--- config.mk ---
export PLATFORM = sky130hd
export DESIGN_NAME = hs_sponge_seq
export DESIGN_NICKNAME = d
export VERILOG_FILES = /design/src/rtl/hs_pkg.sv /design/src/rtl/hs_pad.sv /design/src/rtl/hs_ctrl.sv /design/src/rtl/hs_state.sv /design/src/rtl/hs_sponge_seq.sv
export SDC_FILE = /design/constraint.sdc
export NUM_CORES = 1
export LEC_CHECK = 0
export CAP_MARGIN = 0
export CORE_AREA = 3 3 301 303
export CTS_BUF_LIST = sky130_fd_sc_hd__clkbuf_2 sky130_fd_sc_hd__clkbuf_4 sky130_fd_sc_hd__clkbuf_8
export DETAILED_ROUTE_END_ITERATION = 10
export DIE_AREA = 0 0 304 306
export RECOVER_POWER = 50
export SETUP_SLACK_MARGIN = 0.05
export SLEW_MARGIN = 10
export SYNTH_ARGS = -nofsm -noshare
export SYNTH_HDL_FRONTEND = slang
export SYNTH_SLANG_ARGS = --single-unit
--- constraint.sdc ---
create_clock -name clk -period 1.6 [get_ports clk]
set_input_delay 0.32 -clock clk [delete_from_list [all_inputs] [get_ports clk]]
set_output_delay 0.32 -clock clk [all_outputs]
set_load 0.01 [all_outputs]
--- src/rtl/hs_pkg.sv ---
package hs_pkg;

    localparam int LANE_W    = 64;
    localparam int NUM_LANES = 5;
    localparam int STATE_W   = LANE_W * NUM_LANES;
    localparam int HALF_W    = LANE_W / 2;

    typedef logic [LANE_W-1:0] lane_t;

    typedef struct packed {
        lane_t a;
        lane_t b;
        lane_t c;
        lane_t d;
        lane_t e;
    } sponge_st_t;

    typedef enum logic [2:0] {
        SQ_LOAD,
        SQ_KICK,
        SQ_WAIT,
        SQ_MSG,
        SQ_PAD,
        SQ_OUT
    } seq_st_t;

    typedef enum logic [1:0] {
        OP_HOLD,
        OP_IV,
        OP_ABSORB,
        OP_CAPTURE
    } st_op_t;

    localparam lane_t IV_LANE_B  = 64'h8040_4000_0000_0000;
    localparam lane_t PAD_MARK   = {1'b1, {(LANE_W-1){1'b0}}};
    localparam lane_t ALL_ONES   = {LANE_W{1'b1}};

    function automatic sponge_st_t iv_state();
        sponge_st_t s;
        s   = '0;
        s.b = IV_LANE_B;
        return s;
    endfunction

    function automatic sponge_st_t mix_rate(sponge_st_t s, lane_t w);
        sponge_st_t r;
        r = s;
        r.a[LANE_W-1:HALF_W] = s.a[LANE_W-1:HALF_W] ^ w[LANE_W-1:HALF_W];
        r.c[LANE_W-1:HALF_W] = s.c[LANE_W-1:HALF_W] ^ w[HALF_W-1:0];
        return r;
    endfunction

    function automatic lane_t rate_of(sponge_st_t s);
        return {s.a[LANE_W-1:HALF_W], s.c[LANE_W-1:HALF_W]};
    endfunction

endpackage

--- src/rtl/hs_pad.sv ---
module hs_pad
    import hs_pkg::*;
(
    input  lane_t       raw,
    input  logic        last,
    input  logic [3:0]  nbytes,
    output lane_t       blk,
    output logic        need_extra
);
    logic [5:0] cut;

    always_comb begin
        cut        = {nbytes[2:0], 3'b000};
        blk        = raw;
        need_extra = 1'b0;
        if (last) begin
            if (nbytes >= 4'd8) begin
                need_extra = 1'b1;
            end else begin
                blk = (raw & ~(ALL_ONES >> cut)) | (PAD_MARK >> cut);
            end
        end
    end
endmodule

--- src/rtl/hs_ctrl.sv ---
module hs_ctrl
    import hs_pkg::*;
#(
    parameter int NUM_SQUEEZE = 4,
    localparam int CNT_W = (NUM_SQUEEZE > 1) ? $clog2(NUM_SQUEEZE) : 1
) (
    input  logic    clk,
    input  logic    rst,
    input  logic    msg_valid,
    input  logic    msg_last,
    input  logic    need_extra,
    input  logic    perm_done,
    input  logic    dig_ready,
    output st_op_t  op,
    output logic    pad_only,
    output logic    perm_start,
    output logic    msg_ready,
    output logic    dig_valid,
    output logic    dig_last
);
    seq_st_t          cur, nxt, ret, ret_nxt;
    logic [CNT_W-1:0] sq_cnt, sq_cnt_nxt;
    logic             final_word;

    assign final_word = (sq_cnt == CNT_W'(NUM_SQUEEZE - 1));

    always_comb begin
        nxt        = cur;
        ret_nxt    = ret;
        sq_cnt_nxt = sq_cnt;
        op         = OP_HOLD;
        pad_only   = 1'b0;
        perm_start = 1'b0;
        msg_ready  = 1'b0;
        dig_valid  = 1'b0;
        dig_last   = 1'b0;
        case (cur)
            SQ_LOAD: begin
                op      = OP_IV;
                nxt     = SQ_KICK;
                ret_nxt = SQ_MSG;
            end
            SQ_KICK: begin
                perm_start = 1'b1;
                nxt        = SQ_WAIT;
            end
            SQ_WAIT: begin
                if (perm_done) begin
                    op  = OP_CAPTURE;
                    nxt = ret;
                end
            end
            SQ_MSG: begin
                msg_ready = 1'b1;
                if (msg_valid) begin
                    op  = OP_ABSORB;
                    nxt = SQ_KICK;
                    if (!msg_last)      ret_nxt = SQ_MSG;
                    else if (need_extra) ret_nxt = SQ_PAD;
                    else                 ret_nxt = SQ_OUT;
                end
            end
            SQ_PAD: begin
                op       = OP_ABSORB;
                pad_only = 1'b1;
                nxt      = SQ_KICK;
                ret_nxt  = SQ_OUT;
            end
            SQ_OUT: begin
                dig_valid = 1'b1;
                dig_last  = final_word;
                if (dig_ready) begin
                    if (final_word) begin
                        sq_cnt_nxt = '0;
                        nxt        = SQ_LOAD;
                    end else begin
                        sq_cnt_nxt = sq_cnt + 1'b1;
                        nxt        = SQ_KICK;
                        ret_nxt    = SQ_OUT;
                    end
                end
            end
            default: nxt = SQ_LOAD;
        endcase
    end

    always_ff @(posedge clk) begin
        if (rst) begin
            cur    <= SQ_LOAD;
            ret    <= SQ_MSG;
            sq_cnt <= '0;
        end else begin
            cur    <= nxt;
            ret    <= ret_nxt;
            sq_cnt <= sq_cnt_nxt;
        end
    end
endmodule

--- src/rtl/hs_state.sv ---
module hs_state
    import hs_pkg::*;
(
    input  logic       clk,
    input  logic       rst,
    input  st_op_t     op,
    input  lane_t      word,
    input  sponge_st_t perm_in,
    output sponge_st_t st
);
    always_ff @(posedge clk) begin
        if (rst) begin
            st <= '0;
        end else begin
            case (op)
                OP_IV:      st <= iv_state();
                OP_ABSORB:  st <= mix_rate(st, word);
                OP_CAPTURE: st <= perm_in;
                default:    st <= st;
            endcase
        end
    end
endmodule

--- src/rtl/hs_sponge_seq.sv ---
module hs_sponge_seq
    import hs_pkg::*;
#(
    parameter int NUM_SQUEEZE = 4
) (
    input  logic               clk,
    input  logic               rst,
    input  logic               msg_valid,
    output logic               msg_ready,
    input  logic [LANE_W-1:0]  msg_data,
    input  logic               msg_last,
    input  logic [3:0]         msg_bytes,
    output logic               dig_valid,
    input  logic               dig_ready,
    output logic [LANE_W-1:0]  dig_data,
    output logic               dig_last,
    output logic               perm_start,
    output logic [STATE_W-1:0] perm_state_o,
    input  logic               perm_done,
    input  logic [STATE_W-1:0] perm_state_i
);
    st_op_t     op;
    logic       pad_only;
    logic       need_extra;
    lane_t      padded;
    lane_t      word;
    sponge_st_t st;

    hs_pad u_pad (
        .raw        (msg_data),
        .last       (msg_last),
        .nbytes     (msg_bytes),
        .blk        (padded),
        .need_extra (need_extra)
    );

    hs_ctrl #(.NUM_SQUEEZE(NUM_SQUEEZE)) u_ctrl (
        .clk        (clk),
        .rst        (rst),
        .msg_valid  (msg_valid),
        .msg_last   (msg_last),
        .need_extra (need_extra),
        .perm_done  (perm_done),
        .dig_ready  (dig_ready),
        .op         (op),
        .pad_only   (pad_only),
        .perm_start (perm_start),
        .msg_ready  (msg_ready),
        .dig_valid  (dig_valid),
        .dig_last   (dig_last)
    );

    assign word = pad_only ? PAD_MARK : padded;

    hs_state u_state (
        .clk     (clk),
        .rst     (rst),
        .op      (op),
        .word    (word),
        .perm_in (sponge_st_t'(perm_state_i)),
        .st      (st)
    );

    assign perm_state_o = st;
    assign dig_data     = rate_of(st);
endmodule

==> results.ini <==
[route]
vias_per_cell=4.08
wl_per_cell_um=18.5
drc_errors=0
vias=14187
firstDrtPassIters=5
drtIter0Drc=887
drt-total-wl_um=64500
ant_nets=0

[setup_path]
cp_max_fo=7
critical_path_class=reg2reg
crit_path_cell_trace=buf_6 -> buf_4 -> buf_6 -> and3_4 -> buf_12 -> buf_6 -> buf_12 -> buf_6 -> a22oi_2 -> o22ai_1
endpoint_kind=flop
cp.required_ns=2.11
max_stage_delay_ns=0.35
critPathMostFrequentCell=buf_6
worstSetupStartpointType=flop
crit_buf_inv=7
arrival_ns=2.42
cpMaxStageDelayCell=dfxtp_4
cp_top_family=buffers and inverters

[synth]
ys.flop_type=dfxtp_1
synth_xor_area_frac=0.0352
synth_top_area_frac=0.518
synth-compound-area-share=0.237
synth_fp_nets=1768
synthAdderAreaFrac=0.000986
synth.area.top_cells=dfxtp_1 (52%), a22oi_1 (18%), nor2_1 (7.9%)
synthesis.area_mm2=0.0127
synth_edf_count=0
synth.top_cells.by_count=dfxtp_1 (328), a22oi_1 (305), nor2_1 (267), nand2_1 (75)
synth.distinct_cells=49
ys_ff_latch=328
yosysSeqAreaShare=0.518
synth_warnings=0
synth_mux_area_frac=0.00414
synth_top_family_by_area=compound AO/OA/AOI/OAI gates
post_synth.cell_area_avg_um2=9.24
async_reset_ff_frac=0
synthCells=1373
synth.most_common_cell=dfxtp_1
yosys.area_share.simple=0.122
yosysTopAreaCell=dfxtp_1

[place]
dpl_cell_area_mm2=0.0221
finalWeightedCongestion=0.814
place_ws_ns=-0.579
dpl.hpwl_um=43500
io_buffer_count=781

[global_route]
grt_pass1_vias=14262
antenna_found_initial=1
grt_max_degree=81
overflow=0
track_usage=0.125
grt_first_pass_wirelength_um=90600

[floorplan]
coreArea_mm2=0.0882
initial_core_util=0.144
die_h_um=306
die-area_mm2=0.0930
rows=109
die_w_um=304
ios=782

[finish]
areaGrowthSynthToFinish_pct=101
fillers=9287
multi_input_area_mm2=0.00581
final_util=0.289
final_cell_area_mm2=0.0255
fin_nets=2665
drive_above_1_share=0.403
ff_latch_area_mm2=0.00684

[timing]
slew-limit-headroom=0.548
setup_viol=319
final-hold-violation-count=0
period_share=1.20
maxSlewViolCount=0
worst_slack_ns=-0.313
fin_setup_tns_ns=-51.96
worstMarginPinSlew_ns=0.669
grt_setup_unrepaired=yes
fin_skew_ns=0.0173
max_freq_mhz=523
whs_ns=0.253
min_period_ns=1.91

[outcome]
status=complete, but fails checks
violations=setup timing

[cts]
tritoncts=done
path_clk_slew_ns=0.05
cts-root-buf=clkbuf_8
cts_sinks=328
ctsHtreeMaxLevel=3
cts_buffer_depth=3
cts_buffers=66
clock_latency_ns=0.63

[pwr]
ir_drop_mv=0.615
power.leakage_uw=0.0102
cellPowerDensity_mw_per_mm2=885

[worst_hold_path]
worstHoldPathType=in2reg

[run]
drv_cap=0

layout by cell type (no fill, tap or decap), types with 53 or more instances in the layout:
cell type	n
a22oi_1	181
a22oi_2	124
clkbuf_8	80
nor2_1	266
dfxtp_1	208
dfxtp_2	72
clkbuf_1	71
buf_6	211
buf_4	131
buf_2	84
clkdlybuf4s50_1	392
nand2_1	75
o22ai_1	53
what timing repair did:
action	4_1_cts	5_1_grt
setup buffers	76	20
hold buffers	1	0
endpoints found under the hold margin	10	0
pin swaps	17	32
setup endpoints to repair	704	520
gates resized for setup	2152	106
cloned	14	18
sequential cells by signal, indices dropped and copies added, names as in the netlist:
name           cells
u_state.st       320
u_ctrl.cur         3
u_ctrl.ret         3
u_ctrl.sq_cnt      2
layout make-up:
class,instances,area share
Inverter,6,0.000982
Clock inverter,14,0.00643
Tap cell,1165,0.0572
Sequential cell,328,0.268
Timing Repair Buffer,1013,0.390
Multi-Input combinational cell,855,0.228
Clock buffer,98,0.0485
Antenna cell,1,0.0000982
metrics by stage:
step	cells	total power (uW)
global route	3480	23700
detailed placement	3240	12600
floorplan	1373	10200
CTS	3443	22600
finish	3480	22600
global placement	3240	12600
worst reg2reg max path: cells and delay by family (launching register included):
family	cells	cell delay [ns]
AO/OA/AOI/OAI	2	0.34
buffers and inverters	7	0.90
AND/OR/NAND/NOR	1	0.19
flip-flops	1	0.35
metal layers:
metal / GRT usage / vias to the layer above / share of wire / routed length [um]
met5: 0 / - / 0 / 0
met4: 0.0424 / 0 / 0.024 / 1560
met3: 0.0434 / 99 / 0.074 / 4790
met2: 0.219 / 600 / 0.51 / 33000
met1: 0.142 / 6827 / 0.39 / 25200
li1: - / 6661 / - / -
logic make-up (layout without fill, tap and decap cells):
group           after synthesis  in the layout
mux                           5              5
simple gates                379            379
fa+ha+maj                     1              1
flops                       328            328
other cells                   0              1
buf+inv                     190           1131
compound gates              419            419
xor+xnor                     51             51
worst paths after layout:
kind | cells after the start | start | endpoint | slack, ns
setup / recovery | 10 | u_ctrl.cur[1]$_SDFFE_PP0P_ | u_state.st[318]$_SDFFE_PP0P_ | -0.31
hold / removal | 3 | perm_state_i[160] | u_state.st[160]$_SDFFE_PP0P_ | 0.25
setup reg to reg | 10 | u_ctrl.cur[1]$_SDFFE_PP0P_ | u_state.st[318]$_SDFFE_PP0P_ | -0.31
hold reg to reg | 2 | u_ctrl.ret[1]$_SDFFE_PP1P_ | u_ctrl.ret[1]$_SDFFE_PP1P_ | 0.45
power by group:
part	switching, uW	internal (uW)	total [uW]
Clock	3920	5430	9350
Sequential	245	8410	8650
Combinational	2060	2480	4550
No activity file was read; power rests on OpenSTA's default activity.
